### config.mk
export PLATFORM = sky130hd
export DESIGN_NAME = roulette_ring
export DESIGN_NICKNAME = d
export VERILOG_FILES = /design/src/rtl/roulette_pkg.sv /design/src/rtl/roulette_slice.sv /design/src/rtl/roulette_control.sv /design/src/rtl/roulette_datapath.sv /design/src/rtl/roulette_ring.sv
export SDC_FILE = /design/constraint.sdc
export NUM_CORES = 1
export LEC_CHECK = 0
export BUFFER_PORTS_ARGS = -buffer_cell sky130_fd_sc_hd__buf_2
export CAP_MARGIN = 20
export CORE_MARGIN = 3
export CORE_UTILIZATION = 50
export CTS_CLUSTER_SIZE = 8
export DETAILED_ROUTE_END_ITERATION = 7
export GPL_ROUTABILITY_DRIVEN = 0
export PLACE_DENSITY = 0.8
export SKIP_CTS_REPAIR_TIMING = 1
export SYNTH_ARGS = -nofsm -noshare
export SYNTH_HDL_FRONTEND = slang
export SYNTH_SLANG_ARGS = --single-unit
### constraint.sdc
create_clock -name clk -period 2.7 [get_ports clk]
set_input_delay 0.405 -clock clk [delete_from_list [all_inputs] [get_ports clk]]
set_output_delay 0.405 -clock clk [all_outputs]
set_load 0.005 [all_outputs]
### src/rtl/roulette_pkg.sv
package roulette_pkg;
  localparam int SLICE_W = 4;

  typedef struct packed {
    logic loadPulse;
    logic shiftEn;
  } ctrlStrobes_t;
endpackage

### src/rtl/roulette_slice.sv
module roulette_slice #(
  parameter int W = 4
) (
  input  logic         clk,
  input  logic         rst,
  input  logic         loadEn,
  input  logic         shiftEn,
  input  logic [W-1:0] loadVal,
  input  logic         serIn,
  output logic [W-1:0] q,
  output logic         serOut
);
  always_ff @(posedge clk) begin
    if (rst)          q <= '0;
    else if (loadEn)  q <= loadVal;
    else if (shiftEn) q <= {q[W-2:0], serIn};
  end

  assign serOut = q[W-1];

  assert_slice_load_R3: assert property (@(posedge clk) disable iff (rst)
    loadEn |=> q == $past(loadVal));
  assert_slice_reset_R1: assert property (@(posedge clk)
    rst |=> q == '0);
endmodule

### src/rtl/roulette_control.sv
module roulette_control
  import roulette_pkg::*;
(
  input  logic         clk,
  input  logic         rst,
  input  logic         load,
  input  logic         play,
  output ctrlStrobes_t strobes
);
  logic loadReq;

  always_ff @(posedge clk) begin
    if (rst) loadReq <= 1'b1;
    else     loadReq <= 1'b0;
  end

  always_comb begin
    strobes.loadPulse = load | loadReq;
    strobes.shiftEn   = play & ~strobes.loadPulse;
  end

  assert_reset_load_R2: assert property (@(posedge clk) disable iff (rst)
    $past(rst) |-> strobes.loadPulse);
  assert_load_wins_R6: assert property (@(posedge clk) disable iff (rst)
    load |-> !strobes.shiftEn);
endmodule

### src/rtl/roulette_datapath.sv
module roulette_datapath
  import roulette_pkg::*;
#(
  parameter int N = 16,
  localparam int IDX_W = $clog2(N),
  localparam int NSLICE = N / SLICE_W
) (
  input  logic             clk,
  input  logic             rst,
  input  ctrlStrobes_t     strobes,
  output logic [N-1:0]     posVec,
  output logic [IDX_W-1:0] posIdx
);
  logic [NSLICE-1:0] serLink;

  for (genvar k = 0; k < NSLICE; k++) begin : g_slice
    localparam logic [SLICE_W-1:0] LOADV = (k == 0) ? SLICE_W'(1) : '0;
    logic sIn;
    if (k == 0) begin : g_first
      assign sIn = serLink[NSLICE-1];
    end else begin : g_rest
      assign sIn = serLink[k-1];
    end
    roulette_slice #(.W(SLICE_W)) u_slice (
      .clk     (clk),
      .rst     (rst),
      .loadEn  (strobes.loadPulse),
      .shiftEn (strobes.shiftEn),
      .loadVal (LOADV),
      .serIn   (sIn),
      .q       (posVec[k*SLICE_W +: SLICE_W]),
      .serOut  (serLink[k])
    );
  end

  always_comb begin
    posIdx = '0;
    for (int i = 0; i < N; i++)
      if (posVec[i]) posIdx = posIdx | IDX_W'(i);
  end

  logic settled;
  always_ff @(posedge clk) begin
    if (rst) settled <= 1'b0;
    else     settled <= 1'b1;
  end

  assert_one_hot_R7: assert property (@(posedge clk) disable iff (rst)
    settled |-> $countones(posVec) == 1);
  assert_index_step_R4: assert property (@(posedge clk) disable iff (rst)
    (strobes.shiftEn && settled) |=>
      (32'(posIdx) == (($past(32'(posIdx)) == N - 1) ? 0 : $past(32'(posIdx)) + 1)));
  assert_hold_R5: assert property (@(posedge clk) disable iff (rst)
    (!strobes.shiftEn && !strobes.loadPulse) |=> $stable(posVec));
  assert_index_match_R8: assert property (@(posedge clk) disable iff (rst)
    settled |-> posVec[posIdx]);
endmodule

### src/rtl/roulette_ring.sv
module roulette_ring
  import roulette_pkg::*;
#(
  parameter int N = 16,
  localparam int IDX_W = $clog2(N)
) (
  input  logic             clk,
  input  logic             rst,
  input  logic             load,
  input  logic             play,
  output logic [N-1:0]     posVec,
  output logic [IDX_W-1:0] posIdx
);
  ctrlStrobes_t strobes;

  roulette_control u_ctrl (
    .clk     (clk),
    .rst     (rst),
    .load    (load),
    .play    (play),
    .strobes (strobes)
  );

  roulette_datapath #(.N(N)) u_dp (
    .clk     (clk),
    .rst     (rst),
    .strobes (strobes),
    .posVec  (posVec),
    .posIdx  (posIdx)
  );
endmodule

After elaboration in Yosys (flattened, before gate mapping)
Cells that the tools add are included.
{ "op_classes": {"addsub": 0, "multipliers": 0, "div_mod_pow": 0, "order_cmp": 0, "n_eq_ne": 0, "shift": 0, "n_mux": 18, "bitwise": 3, "reduce_logical": 2} }
{ "op_table": {"columns": ["op", "count"], "rows": [
  ["$mux 4", 8],
  ["$mux 3", 4],
  ["$mux 1", 4],
  ["$mux 2", 2],
  ["$reduce_bool 2->1", 1],
  ["$reduce_or 2->1", 1],
  ["$and 1x1->1", 1],
  ["$not 1->1", 1],
  ["$or 1x1->1", 1]
]} }
{ "totals": {"reg_bits": 17, "latchBits": 0, "ramBits": 0, "rom_bits": 0, "input_bits": 4, "out_inout_bits": 20, "word_cells": 29, "memories": 0} }

Depth between registers and ports, before layout
{ "depth": {"depth_word": 15, "depth_mapped": 4} }

By module
Synthesis repeated with hierarchy kept, for this count alone.
{ "hier_totals": {"cells_unflattened": 92, "hier_area_um2": 897.1} }
{ "by_module_without_submodules": {"columns": ["module", "n_inst", "cells_each", "area_each_um2", "seq_area_each_um2"], "rows": [
  ["roulette_slice", 4, 19, 197.7, 80.1],
  ["roulette_datapath", 1, 13, 72.6, 0.0],
  ["roulette_control", 1, 3, 33.8, 20.0]
]} }

Worst setup path after synthesis
No wires, ideal clock.
{ "synth_path": {"path_kind": "flip-flop to output port", "startpoint": "register u_dp.g_slice[3].u_slice.q[3]", "endpoint": "output posIdx[2]", "t_arrival_ns": 0.749, "required_ns": 2.295, "slack_ns": 1.546, "stages_incl_launch_ff": 3, "cell_sequence": "dfxtp_1 > nor4_1 > nand2_1"} }
{ "synth_via": {"elab_chain_cells": 1} }
{ "synth_rtl": {"columns": ["element", "line_no", "text"], "rows": [
  ["start: declaration", "roulette_slice.sv:10", "output logic [W-1:0] q,"],
  ["start signal: assignment", "roulette_slice.sv:15", "else if (loadEn) q <= loadVal;"],
  ["start signal: assignment", "roulette_slice.sv:16", "else if (shiftEn) q <= {q[W-2:0], serIn};"],
  ["$mux 4", "roulette_datapath.sv:39", "if (posVec[i]) posIdx = posIdx | IDX_W'(i);"],
  ["end: declaration", "roulette_ring.sv:12", "output logic [IDX_W-1:0] posIdx"]
]} }
No other way between the ends.

Final worst setup path
Ends and elaborated chain as after synthesis.

==> impl_metrics.csv <==
group,metric,value,unit
clock_tree,cts_inserted_buffers,3,
clock_tree,htree_levels,1,
grt,antenna_found_initial,0,
worst_setup_path,worst-path-max-fanout,6,
final_layout,mostFrequentLayoutCell,"buf_2",
worst_setup_path,r2r_cells,2,
pwr,p_leak,0.415,nW
routing,drtIter0Drc,11,
clock_tree,cts_root_buffer,"clkbuf_4",
synthesis,yosysWarnings,0,
die,die_h,43.1,um
synthesis,synth_top_area_cell,"dfxtp_1",
timing,maxSlewHeadroom,0.680,
timing,finalCritPeriodShare,0.627,
timing,drv_slew,0,
grt,gr-total-overflow,0,
placed_design,port_buffers,23,
synthesis,netlist_area,689,um2
clock_tree,cts_sinks,17,
worst_setup_path,cp.arrival,1.29,ns
clock_tree,cts_buffer_depth,2,
die,ios,24,
grt,grt_pass1_vias,511,
worst_setup_path,cp.depth,3,
synthesis,netlist_instances,70,
worst_setup_path,cp.required,2.30,ns
routing,firstDrtPassIters,4,
worst_setup_path,cpPeakStageDelay,0.43,ns
die,die_w,43.1,um
die,row_count,12,
run_status,outcome,"complete, no violations",
routing,wl,1400,um
synthesis,synth_top_area_share,0.494,
grt,grt_use_total,0.158,
timing,fmax,591,MHz
timing,fin_skew,0.00165,ns
timing,rsz0062_at_grt,"false",
worst_setup_path,critPathSlowestCell,"nor4_1",
timing,finalSetupViolCount,0,
die,initial_utilization,0.574,
synthesis,synth_nets,74,
final_layout,antenna_cells,0,
synthesis,synth_area_per_cell,9.85,um2
final_layout,drive_above_1_share,0.292,
routing,routedWlPerCell,13.6,um
grt,grt_max_degree,17,
pwr,power,0.404,mW
timing,tns,0,ns
routing,num_vias,556,
worst_setup_path,path_class,"register to output pin",
clock_tree,cts_tree,"built",
final_layout,nets,94,
routing,vias_per_cell,5.40,
min_path,hold_depth,1,
timing,worst_pin_slew,0.480,ns
final_layout,areaGrowthSynthToFinish,14.5,%
pwr,p_per_area,512,mW/mm2
job,drv_cap,0,
worst_setup_path,crit_family,"simple AND/OR/NAND/NOR gates",
synthesis,synthTopCellsByArea,"dfxtp_1 (49%), mux2i_1 (23%), nor2_1 (8.7%)",
pwr,vdd_drop_max,0.355,mV
clock_tree,clk_pin_slew,0.09,ns
timing,final_hold_viol_count,0,
routing,drc,0,
worst_setup_path,critPathLaunchType,"register",
synthesis,synth_seq_area_share,0.494,
min_path,hp-class,"input port to register",
final_layout,mostFrequentLayoutCells,"buf_2 (23), dfxtp_1 (17), mux2i_1 (16), nor2_1 (16), nor4_1 (7)",
die,dieArea,0.00186,mm2
synthesis,synth_seq_cells,17,
worst_setup_path,crit_chain,"nor4_1, nand2_1, buf_2",
clock_tree,clock_latency,0.28,ns
worst_setup_path,endpoint_kind,"output pin",
synthesis,synthDistinctLibCells,11,
die,core_area,0.00120,mm2
routing,antenna_left,0,
worst_setup_path,path_buf_inv,1,
timing,fin_crit,1.69,ns
grt,grt_first_pass_wirelength,2240,um
[cell families (layout without fill, tap and decap cells)]
kind of cell / after synthesis / count (layout) / share of synthesized area
AO/OA/AOI/OAI: 1 / 1 / 0.00725
buffers and inverters: 8 / 27 / 0.0853
flip-flops: 17 / 17 / 0.494
multiplexers: 16 / 16 / 0.232
AND/OR/NAND/NOR: 28 / 28 / 0.181
[state kept, by name (all words and copies together) (netlist names)]
register,cells
u_ctrl.loadReq,1
u_dp.g_slice.u_slice.q,16
[final cells by class]
cell class	count	area (um2)
Timing Repair Buffer	23	115
Sequential cell	17	340
Clock buffer	4	26.3
Tap cell	14	17.5
Fill cell	109	412
Multi-Input combinational cell	45	290
[metal layers]
| layer | global-route usage | vias to the layer above | share of wire |
|---|---|---|---|
| li1 | - | 274 | - |
| met1 | 0.189 | 265 | 0.45 |
| met2 | 0.260 | 15 | 0.48 |
| met5 | 0 | - | 0 |
| met4 | 0.0723 | 0 | 0.010 |
| met3 | 0.0424 | 2 | 0.059 |
[Yosys cell counts, drive strengths merged]
| cell type | instances |
|---|---|
| dfxtp | 17 |
| mux2i | 16 |
| nor2 | 16 |
| buf | 7 |
| nor4 | 7 |
| nand2 | 4 |
| a21oi | 1 |
| clkbuf | 1 |
| or3 | 1 |
[where the power goes]
group | switching [mW] | internal (mW)
Sequential | 0.00145 | 0.253
Combinational | 0.0107 | 0.00867
Clock | 0.0733 | 0.0573
Total | 0.0854 | 0.319
[through the flow]
stage | hold slack [ns] | area (um2) | worst slack (ns) | util | std cells
2_1_floorplan | 0.433 | 689 | 1.55 | - | 70
3_3_place_gp | 0.475 | 763 | 1.37 | 0.635 | 99
3_5_place_dp | 0.500 | 763 | 1.31 | 0.635 | 99
4_1_cts | 0.238 | 790 | 0.983 | 0.657 | 103
5_1_grt | 0.235 | 790 | 0.887 | 0.657 | 103
6_report | 0.242 | 790 | 1.01 | 0.657 | 103
[final timing paths]
check	startpoint	end	slack [ns]
worst max register to register	u_ctrl.loadReq$_DFF_P_	u_dp.g_slice[3].u_slice.q[1]$_SDFFE_PP0P_	1.54
worst min-delay path	rst	u_ctrl.loadReq$_DFF_P_	0.24
worst max-delay path	u_dp.g_slice[3].u_slice.q[3]$_SDFFE_PP0P_	posIdx[2]	1.01
worst min register to register	u_ctrl.loadReq$_DFF_P_	u_dp.g_slice[0].u_slice.q[0]$_SDFFE_PP0P_	0.52
No activity file was read; power rests on OpenSTA's default activity.
